## src/rtl/ieee_pack_pkg.sv

```systemverilog
// Shared constants and codes for the single-precision packer.
// Assumes the destination format is IEEE-754 binary32.
package ieee_pack_pkg;
    localparam int FRAC_W  = 23;
    localparam int EXPF_W  = 8;
    localparam int SIG_W   = FRAC_W + 1;
    localparam int BIAS_V  = (1 << (EXPF_W - 1)) - 1;
    localparam int EXP_TOP = (1 << EXPF_W) - 1;

    typedef enum logic [1:0] {
        CLS_ZERO = 2'b00,
        CLS_NUM  = 2'b01,
        CLS_INF  = 2'b10,
        CLS_NAN  = 2'b11
    } num_class_e;

    typedef enum logic [1:0] {
        RM_NEAREST = 2'b00,
        RM_ZERO    = 2'b01,
        RM_UP      = 2'b10,
        RM_DOWN    = 2'b11
    } rmode_e;
endpackage

```

## src/rtl/ieee_pack_align.sv

```systemverilog
// Biases the exponent and shifts the mantissa so that the kept significand
// sits in the low SIG_W+2 bits as {significand, guard, round}. Every bit
// shifted below them is folded into the sticky bit.
// Assumes MANT_W >= SIG_W + 2 and that a finite mantissa has its top bit set.
module ieee_pack_align
    import ieee_pack_pkg::*;
#(
    parameter int MANT_W = 32,
    parameter int EXP_W  = 10
) (
    input  logic signed [EXP_W-1:0]  exp_in,
    input  logic [MANT_W-1:0]        mant_in,
    input  logic                     sticky_in,
    output logic signed [EXP_W+1:0]  biased_out,
    output logic                     subn_out,
    output logic [SIG_W+1:0]         grv_out,
    output logic                     sticky_out
);
    localparam int BE_W = EXP_W + 2;
    localparam int SH_W = BE_W + 1;
    localparam int NSH  = MANT_W - SIG_W - 2;
    localparam logic signed [BE_W-1:0] BIAS_S = BE_W'(BIAS_V);
    localparam logic signed [SH_W-1:0] NSH_S  = SH_W'(NSH);
    localparam logic signed [SH_W-1:0] CAP_S  = SH_W'(MANT_W);

    logic signed [BE_W-1:0] be;
    logic signed [SH_W-1:0] dsh_raw;
    logic [SH_W-1:0]        dsh;
    logic [MANT_W-1:0]      kept;
    logic [MANT_W-1:0]      lost_mask;

    // Biased exponent and the subnormal test
    always_comb begin
        be         = BE_W'(exp_in) + BIAS_S;
        biased_out = be;
        subn_out   = (be <= 0);
    end

    // Shift distance: fixed for normals, extra (1 - biased) for subnormals, capped
    always_comb begin
        dsh_raw = NSH_S;
        if (subn_out) begin
            dsh_raw = NSH_S + SH_W'(1) - SH_W'(be);
        end
        if (dsh_raw > CAP_S) begin
            dsh = SH_W'(MANT_W);
        end else begin
            dsh = dsh_raw;
        end
    end

    // Kept field and sticky collection from the bits shifted out
    always_comb begin
        kept = mant_in >> dsh;
        if (dsh >= SH_W'(MANT_W)) begin
            lost_mask = '1;
        end else begin
            lost_mask = (MANT_W'(1) << dsh) - MANT_W'(1);
        end
        grv_out    = kept[SIG_W+1:0];
        sticky_out = sticky_in | (|(mant_in & lost_mask));
    end
endmodule

```

## src/rtl/ieee_pack_round.sv

```systemverilog
// Rounds {significand, guard, round} plus sticky in one of four modes.
// The result is one bit wider than the significand, so a carry out is kept.
// Assumes the mode codes of ieee_pack_pkg::rmode_e.
module ieee_pack_round
    import ieee_pack_pkg::*;
#(
    parameter int SW = SIG_W
) (
    input  logic [SW+1:0] grv_in,
    input  logic          sticky_in,
    input  logic          sign_in,
    input  logic [1:0]    mode_in,
    output logic [SW:0]   rounded_out,
    output logic          inexact_out
);
    logic guard_b;
    logic round_b;
    logic lsb_b;
    logic bump;

    // Split out the guard, round and LSB bits
    always_comb begin
        lsb_b       = grv_in[2];
        guard_b     = grv_in[1];
        round_b     = grv_in[0];
        inexact_out = guard_b | round_b | sticky_in;
    end

    // Decide whether to add one ulp
    always_comb begin
        unique case (rmode_e'(mode_in))
            RM_NEAREST: bump = guard_b & (round_b | sticky_in | lsb_b);
            RM_ZERO:    bump = 1'b0;
            RM_UP:      bump = ~sign_in & inexact_out;
            RM_DOWN:    bump = sign_in & inexact_out;
            default:    bump = 1'b0;
        endcase
    end

    // Add the increment with the carry kept
    always_comb begin
        rounded_out = {1'b0, grv_in[SW+1:2]} + (SW+1)'(bump);
    end
endmodule

```

## src/rtl/ieee_single_pack.sv

```systemverilog
// Packs an unpacked class/sign/exponent/mantissa value into binary32.
// Stage 1 aligns and registers; stage 2 rounds, resolves carry, subnormal
// promotion and overflow, then registers the word and flags.
// Assumes in_mant has its top bit set for finite values.
module ieee_single_pack
    import ieee_pack_pkg::*;
#(
    parameter int MANT_W = 32,
    parameter int EXP_W  = 10
) (
    input  logic                clk,
    input  logic                rst_n,
    input  logic                in_valid,
    input  logic [1:0]          in_class,
    input  logic                in_sign,
    input  logic [EXP_W-1:0]    in_exp,
    input  logic [MANT_W-1:0]   in_mant,
    input  logic                in_sticky,
    input  logic [1:0]          in_rmode,
    input  logic                in_uf_trap,
    output logic                out_valid,
    output logic [31:0]         out_word,
    output logic                out_ovf,
    output logic                out_unf,
    output logic                out_inx
);
    localparam int BE_W = EXP_W + 2;
    localparam logic signed [BE_W-1:0] TOP_S = BE_W'(EXP_TOP);
    localparam logic [EXPF_W-1:0] EXP_ONES  = '1;
    localparam logic [EXPF_W-1:0] EXP_MAXF  = EXP_ONES - EXPF_W'(1);
    localparam logic [FRAC_W-1:0] FRAC_ONES = '1;

    // Stage 0 (combinational) alignment results
    logic signed [BE_W-1:0] a_be;
    logic                   a_subn;
    logic [SIG_W+1:0]       a_grv;
    logic                   a_sticky;

    // Stage 1 registers
    logic                   s1_valid;
    logic [1:0]             s1_class;
    logic                   s1_sign;
    logic signed [BE_W-1:0] s1_be;
    logic                   s1_subn;
    logic [SIG_W+1:0]       s1_grv;
    logic                   s1_sticky;
    logic [1:0]             s1_mode;
    logic                   s1_trap;
    logic [FRAC_W-1:0]      s1_nan_frac;

    // Stage 2 combinational results
    logic [SIG_W:0]         r_sig;
    logic                   r_inx;
    logic signed [BE_W-1:0] r_be;
    logic                   r_to_inf;
    logic [31:0]            p_word;
    logic                   p_ovf;
    logic                   p_unf;
    logic                   p_inx;

    ieee_pack_align #(
        .MANT_W (MANT_W),
        .EXP_W  (EXP_W)
    ) u_align (
        .exp_in     ($signed(in_exp)),
        .mant_in    (in_mant),
        .sticky_in  (in_sticky),
        .biased_out (a_be),
        .subn_out   (a_subn),
        .grv_out    (a_grv),
        .sticky_out (a_sticky)
    );

    // Capture the aligned value and its control inputs
    always_ff @(posedge clk) begin
        if (!rst_n) begin
            s1_valid    <= 1'b0;
            s1_class    <= CLS_ZERO;
            s1_sign     <= 1'b0;
            s1_be       <= '0;
            s1_subn     <= 1'b0;
            s1_grv      <= '0;
            s1_sticky   <= 1'b0;
            s1_mode     <= RM_NEAREST;
            s1_trap     <= 1'b0;
            s1_nan_frac <= '0;
        end else begin
            s1_valid    <= in_valid;
            s1_class    <= in_class;
            s1_sign     <= in_sign;
            s1_be       <= a_be;
            s1_subn     <= a_subn;
            s1_grv      <= a_grv;
            s1_sticky   <= a_sticky;
            s1_mode     <= in_rmode;
            s1_trap     <= in_uf_trap;
            s1_nan_frac <= in_mant[MANT_W-2 -: FRAC_W];
        end
    end

    ieee_pack_round #(
        .SW (SIG_W)
    ) u_round (
        .grv_in      (s1_grv),
        .sticky_in   (s1_sticky),
        .sign_in     (s1_sign),
        .mode_in     (s1_mode),
        .rounded_out (r_sig),
        .inexact_out (r_inx)
    );

    // Exponent after a possible rounding carry, and overflow direction
    always_comb begin
        r_be = s1_be + BE_W'(r_sig[SIG_W]);
        unique case (rmode_e'(s1_mode))
            RM_NEAREST: r_to_inf = 1'b1;
            RM_ZERO:    r_to_inf = 1'b0;
            RM_UP:      r_to_inf = ~s1_sign;
            RM_DOWN:    r_to_inf = s1_sign;
            default:    r_to_inf = 1'b1;
        endcase
    end

    // Assemble the word and flags for each class
    always_comb begin
        p_word = {s1_sign, 31'd0};
        p_ovf  = 1'b0;
        p_unf  = 1'b0;
        p_inx  = 1'b0;
        unique case (num_class_e'(s1_class))
            CLS_ZERO: begin
                p_word = {s1_sign, 31'd0};
            end
            CLS_INF: begin
                p_word = {s1_sign, EXP_ONES, {FRAC_W{1'b0}}};
            end
            CLS_NAN: begin
                p_word = {s1_sign, EXP_ONES, s1_nan_frac};
            end
            CLS_NUM: begin
                p_inx = r_inx;
                if (s1_subn) begin
                    if (r_sig[SIG_W-1]) begin
                        p_word = {s1_sign, EXPF_W'(1), {FRAC_W{1'b0}}};
                    end else begin
                        p_word = {s1_sign, {EXPF_W{1'b0}}, r_sig[FRAC_W-1:0]};
                        p_unf  = r_inx | s1_trap;
                    end
                end else if (r_be >= TOP_S) begin
                    if (r_to_inf) begin
                        p_word = {s1_sign, EXP_ONES, {FRAC_W{1'b0}}};
                        p_ovf  = 1'b1;
                    end else begin
                        p_word = {s1_sign, EXP_MAXF, FRAC_ONES};
                    end
                end else begin
                    p_word = {s1_sign, r_be[EXPF_W-1:0], r_sig[FRAC_W-1:0]};
                end
            end
            default: p_word = {s1_sign, 31'd0};
        endcase
    end

    // Register the packed result
    always_ff @(posedge clk) begin
        if (!rst_n) begin
            out_valid <= 1'b0;
            out_word  <= '0;
            out_ovf   <= 1'b0;
            out_unf   <= 1'b0;
            out_inx   <= 1'b0;
        end else begin
            out_valid <= s1_valid;
            if (s1_valid) begin
                out_word <= p_word;
                out_ovf  <= p_ovf;
                out_unf  <= p_unf;
                out_inx  <= p_inx;
            end
        end
    end
endmodule

```

## config.mk

```make
export PLATFORM = sky130hd
export DESIGN_NAME = ieee_single_pack
export DESIGN_NICKNAME = d
export VERILOG_FILES = /design/src/rtl/ieee_pack_pkg.sv /design/src/rtl/ieee_pack_align.sv /design/src/rtl/ieee_pack_round.sv /design/src/rtl/ieee_single_pack.sv
export SDC_FILE = /design/constraint.sdc
export NUM_CORES = 1
export LEC_CHECK = 0
export ABC_CLOCK_PERIOD_IN_PS = 6200
export BUFFER_PORTS_ARGS = -buffer_cell sky130_fd_sc_hd__buf_2
export CAP_MARGIN = 5
export CORE_ASPECT_RATIO = 1.2
export CORE_MARGIN = 10
export CORE_UTILIZATION = 50
export CTS_CLUSTER_SIZE = 16
export DETAILED_ROUTE_END_ITERATION = 12
export PLACE_DENSITY_LB_ADDON = 0.2
export SLEW_MARGIN = 20
export SYNTH_ARGS = -nofsm -noshare
export SYNTH_HDL_FRONTEND = slang
export SYNTH_SLANG_ARGS = --single-unit
```

## constraint.sdc

```tcl
create_clock -name clk -period 6.2 [get_ports clk]
set_input_delay 1.55 -clock clk [delete_from_list [all_inputs] [get_ports clk]]
set_output_delay 1.55 -clock clk [all_outputs]
set_load 0.02 [all_outputs]
```

# After elaboration in Yosys (flattened, before gate mapping)
# Index checks and enable logic that the tools add are counted.
[classes]
n_reduce_logical = 3
n_eq_ne = 6
n_addsub = 5
magnitude_cmp = 4
shifts = 2
muxes = 18
bitwise = 11
[ops]
columns = ["cell", "n"]
rows = [
  ["32-bit case mux with 4 select lines", 1],
  ["31-bit two-way mux", 2],
  ["24-bit two-way mux", 2],
  ["32-bit AND", 1],
  ["32-bit two-way mux", 1],
  ["32-bit OR reduction", 1],
  ["1-bit by 13-bit << shifter with 32-bit output, first input constant", 1],
  ["32-bit by 13-bit >> shifter with 26-bit output", 1],
  ["32-bit by 2-bit subtractor with 32-bit output, second input constant", 1],
  ["13-bit two-way mux", 2],
  ["24-bit by 1-bit adder with 25-bit output", 1],
  ["13-bit by 6-bit >= comparator with 1-bit output, second input constant", 1],
  ["13-bit by 7-bit greater-than comparator with 1-bit output, second input constant", 1],
  ["12-bit by 1-bit adder with 12-bit output", 1],
  ["12-bit by 9-bit >= comparator with 1-bit output, second input constant", 1],
  ["4-bit by 11-bit subtractor with 12-bit output, first input constant", 1],
  ["10-bit by 8-bit adder with 11-bit output, second input constant", 1],
  ["11-bit by 1-bit <= comparator with 1-bit output, second input constant", 1],
  ["2-bit equality test, second input constant", 4],
  ["1-bit two-way mux", 8],
  ["1-bit case mux with 4 select lines", 2],
  ["1-bit OR", 6],
  ["2-bit by 1-bit equality test with 1-bit output, second input constant", 2],
  ["2-bit zero test", 2],
  ["other kinds (2)", 4],
]
[word_totals]
ff_bits = 105
elab_cells = 64
output_inout_bits = 36

# Depth between registers and ports, before layout
[logic_depth]
word_depth = 11
depth_mapped = 25

# Modules after synthesis
# Synthesis repeated with hierarchy kept, for this count alone.
[hier_totals]
cells_unflattened = 1013
area_unflattened_um2 = 8160.3
[modules_own_cells]
columns = ["module", "cells_each", "n_inst", "area_per_inst_um2"]
rows = [
  ["ieee_single_pack", 438, 1, 4170.2],
  ["ieee_pack_align", 501, 1, 3463.3],
  ["ieee_pack_round", 74, 1, 526.8],
]

# Worst setup path before layout
# No wires, ideal clock.
[synth_timing]
kind = "input to register"
startpoint = "input port in_exp[0]"
endpoint = "register s1_sticky"
arrival_time_ns = 6.025
setup_time_ns = 0.125
slack_ns = 0.049
stages = 23
cell_sequence = "clkbuf_1 or3_1 xnor2_1 inv_1 ha_1 clkbuf_1 and2_1 o211ai_1 nand2_1 o211a_1 a21o_1 buf_6 nand2_1 nor2_1 nand2_1 ha_1 o311a_1 nand3_4 a211oi_4 and2_1 xor2_1 a32o_1 o41a_1"
[synth_between]
elab_chain_cells = 11
[synth_rtl]
columns = ["item", "line_no", "rtl"]
rows = [
  ["start, declared", "ieee_single_pack.sv:16", "input logic [EXP_W-1:0] in_exp,"],
  ["10-bit by 8-bit adder with 11-bit output *", "ieee_pack_align.sv:34", "be = BE_W'(exp_in) + BIAS_S;"],
  ["4-bit by 11-bit subtractor with 12-bit output or 11-bit by 1-bit <= comparator with 1-bit output (tied branches)", "ieee_pack_align.sv:43, ieee_pack_align.sv:36", ""],
  ["13-bit two-way mux *", "ieee_pack_align.sv:42", "if (subn_out) begin"],
  ["13-bit by 7-bit greater-than comparator with 1-bit output", "ieee_pack_align.sv:45", "if (dsh_raw > CAP_S) begin"],
  ["13-bit two-way mux *", "ieee_pack_align.sv:45", ""],
  ["1-bit by 13-bit << shifter with 32-bit output", "ieee_pack_align.sv:58", "lost_mask = (MANT_W'(1) << dsh) - MANT_W'(1);"],
  ["32-bit by 2-bit subtractor with 32-bit output", "ieee_pack_align.sv:58", ""],
  ["32-bit two-way mux *", "ieee_pack_align.sv:55", "if (dsh >= SH_W'(MANT_W)) begin"],
  ["32-bit AND *", "ieee_pack_align.sv:61", "sticky_out = sticky_in | (|(mant_in & lost_mask));"],
  ["32-bit OR reduction *", "ieee_pack_align.sv:61", ""],
  ["1-bit OR *", "ieee_pack_align.sv:61", ""],
  ["end signal, assigned", "ieee_single_pack.sv:94", "s1_sticky <= a_sticky;"],
  ["end, declared", "ieee_single_pack.sv:46", "logic s1_sticky;"],
]
# Every way passes the cells marked *; elsewhere a longest branch is shown, timed or not.
# A chain may end at the register's enable or synchronous reset.

# Worst setup path after layout
[layout_timing]
startpoint = "input port in_exp[2]"
endpoint = "register s1_sticky"
# Same word-level chain as after synthesis.

==> metrics.yaml <==
cells_and_area:
  drive_gt1_share_pct: 18.5
  nNetsFinal: 1078
  layout_commonest_cell: "a21oi_1"
  syn_to_final_growth_pct: 14.5
  fin_util_pct: 57.8
  diodes: 0
  fillers: 1441
  layout_common_cells: "106 x a21oi_1, 104 x dfxtp_1, 87 x buf_2"
placed_design:
  place_congestion: 0.967
  pre_cts_ws_ps: -121
  io_buffer_count: 87
  hpwl_mm: 19.6
sta:
  maxSlewViolCount: 0
  min_period_ps: 5820
  setup_violations: 0
  finalCritPeriodShare_pct: 93.8
  fmax_mhz: 172
  worstMarginPinSlew_ps: 922
  finalHoldViolCount: 0
  relSlewSlack_pct: 38.5
  tns_ps: 0
  finClkSkew_ps: 7.99
  rsz0062_at_grt: "false"
  setup_ws_ps: 384
run:
  cap_violations: 0
die:
  initial_core_util_pct: 50.4
  ioPinCount: 88
  core_region_area_um2: 14900
  die_h_um: 154
  die_w_um: 132
  dieArea_um2: 20400
  rows: 49
hold_path:
  hp-class: "flip-flop to flip-flop"
  hold_end: "out_inx"
  holdPathStages: 2
  worstHoldStart: "out_inx"
grt:
  grt_pass1_wl_mm: 39.4
  grt_usage_pct: 23.8
  overflow: 0
  grt_max_degree: 81
  grt_pass1_vias: 7046
  antenna_found_initial: 1
yosys:
  ys.warnings.count: 0
  synth_flop_cell: "dfxtp_1"
  synth_cell_types: 95
  synth_area_um2: 7520
  synth_fp_nets: 1005
  postSynthAreaPerCell_um2: 7.95
  postSynthCellCount: 945
  yosysSeqAreaShare_pct: 28.0
  synthArstFlopShare_pct: 0
  synth-seq-cells: 105
  synth_edf_count: 0
run_status:
  outcome: "complete, no violations"
critical_path:
  crit-reg2reg-launch: "s1_mode[1]"
  worstReg2RegEnd: "out_word[9]"
  r2r.worst_path.cells: 24
  ff2ff_setup_slack_ps: 880
  path_max_fanout: 10
  cp_data_required_time_ps: 6430
  cpPeakStageDelay_ps: 440
  crit_slowest_cell: "or3_1"
  crit_chain: "buf_2, or3_1, xnor2_1, inv_1, ha_1, and2_1, o211ai_1, nand2_1, o211a_1, a21o_1, nand2_1, nor2_1, nand2_1, ha_1, o311a_1, nand3_4, a211oi_4, and2_1, xor2_1, a32o_1, o41a_1"
  cp_data_arrival_time_ps: 6050
  setup.worst_path.end_class: "flip-flop"
  cpMostUsedCell: "nand2_1"
  crit_path_start_kind: "input pin"
  critical_path_class: "input pin to flip-flop"
routing:
  dr_wl_met2_mm: 11.4
  vias_per_cell: 6.04
  wl_per_cell_um: 20.5
  firstDrtPassIters: 5
  drc: 0
  ant_nets: 0
  wl_met1_mm: 11.2
  drt-initial-drc-count: 773
  wl_mm: 25.2
  vias: 7400
  highest_layer: "met5"
  met3_length_mm: 1.85
clocking:
  clockBufferDepth: 2
  clk_latency_ps: 340
  cts_tree: "done"
  cts-buffers-inserted: 9
  cts_root_buffer: "clkbuf_16"
  ctsHtreeMaxLevel: 3
  cts_hold_buf: 0
  clock-sinks: 105
  clkTransAtPathRegs_ps: 70
power_and_ir_drop:
  p_per_area_nw_per_um2: 208
  peakVddDrop_v: 0.000121
  p_leak_uw: 0.00352
-- power breakdown --
group          internal (uW)  total, uW  leakage (uW)  switching (uW)
Combinational            171        441       0.00251             271
Sequential               717        751      0.000868            33.3
Clock                    361        596      0.000151             235
-- critical path, delay by kind of cell --
kind | cells | cell delay, ps
compound gates | 7 | 1910
simple gates | 8 | 1490
fa+ha+maj | 2 | 530
xor+xnor | 2 | 310
buf+inv | 2 | 250
-- state kept, by name, indices dropped and copies added, names as in the netlist, 2 cells and up --
register / cells
s1_class: 2
s1_grv: 26
s1_be: 11
s1_nan_frac: 23
s1_mode: 2
out_word: 32
-- cell type report --
| class | count | area (um2) | area share, % |
|---|---|---|---|
| Multi-Input combinational cell | 760 | 5110 | 59.4 |
| Timing Repair Buffer | 126 | 753 | 8.75 |
| Inverter | 16 | 60.1 | 0.698 |
| Sequential cell | 105 | 2100 | 24.4 |
| Clock inverter | 5 | 80.1 | 0.931 |
| Clock buffer | 10 | 239 | 2.78 |
| Tap cell | 204 | 255 | 2.97 |
-- cell families after synthesis --
logic type | share of synthesized area (%)
AND/OR/NAND/NOR | 24.9
buffers and inverters | 4.44
adder cells (fa/ha/maj) | 1.33
AO/OA/AOI/OAI | 25.7
multiplexers | 11.1
flip-flops | 28.0
XOR/XNOR | 4.54
-- per-layer routing --
metal / GRT usage, % / up-vias
met3: 4.67 / 57
met4: 9.44 / 2
met2: 37.6 / 325
met5: 0 / -
li1: - / 3609
met1: 31.1 / 3407
-- Yosys cell counts, types with 4 or more instances --
library cell,n,area (um2)
a211o_1,4,35.0
a21boi_0,8,60.1
a21oi_1,107,536
a31oi_1,12,75.1
a32o_1,8,80.1
and2_1,69,432
and3_1,16,100
buf_1,4,15.0
buf_2,9,45.0
clkbuf_1,48,180
dfxtp_1,105,2100
ha_1,8,100
inv_1,16,60.1
mux2_2,7,78.8
mux2i_1,73,731
nand2_1,80,300
nand2b_1,10,62.6
nand3_1,31,155
nand3b_1,4,30.0
nand4_1,16,100
nor2_1,57,214
nor2b_1,16,100
nor3_1,10,50.1
nor4_1,5,31.3
o2111ai_1,4,35.0
o211a_1,4,40.0
o211ai_1,7,52.6
o21a_1,7,52.6
o21ai_0,48,240
o221a_2,7,78.8
o22ai_1,9,56.3
or3_1,8,50.1
xnor2_1,21,184
xor2_1,18,158
-- stage by stage --
| stage | instances | cell area, um2 | hold WS, ps | total power, uW |
|---|---|---|---|---|
| floorplan | 945 | 7520 | 484 | 1040 |
| global placement | 1210 | 8260 | 458 | 1200 |
| detailed placement | 1210 | 8260 | 468 | 1200 |
| CTS | 1225 | 8580 | 478 | 1790 |
| global route | 1226 | 8610 | 499 | 1860 |
| finish | 1226 | 8610 | 473 | 1790 |
-- how the worst max path moves through the flow --
stage	cells after the start	end	slack [ps]	start
2_1_floorplan	23	s1_sticky	50	in_exp[0]
3_3_place_gp	22	s1_sticky	80	in_exp[0]
3_5_place_dp	22	s1_sticky	-120	in_exp[0]
4_1_cts	22	s1_sticky	200	in_exp[0]
5_1_grt	21	s1_sticky	30	in_exp[2]
6_report	21	s1_sticky	380	in_exp[2]
-- what timing repair did --
action                                  4_1_cts  5_1_grt
endpoints found under the setup margin        0        1
resized for setup                             0        2
buffers inserted                              0        1
(Power assumes the default switching activity.)
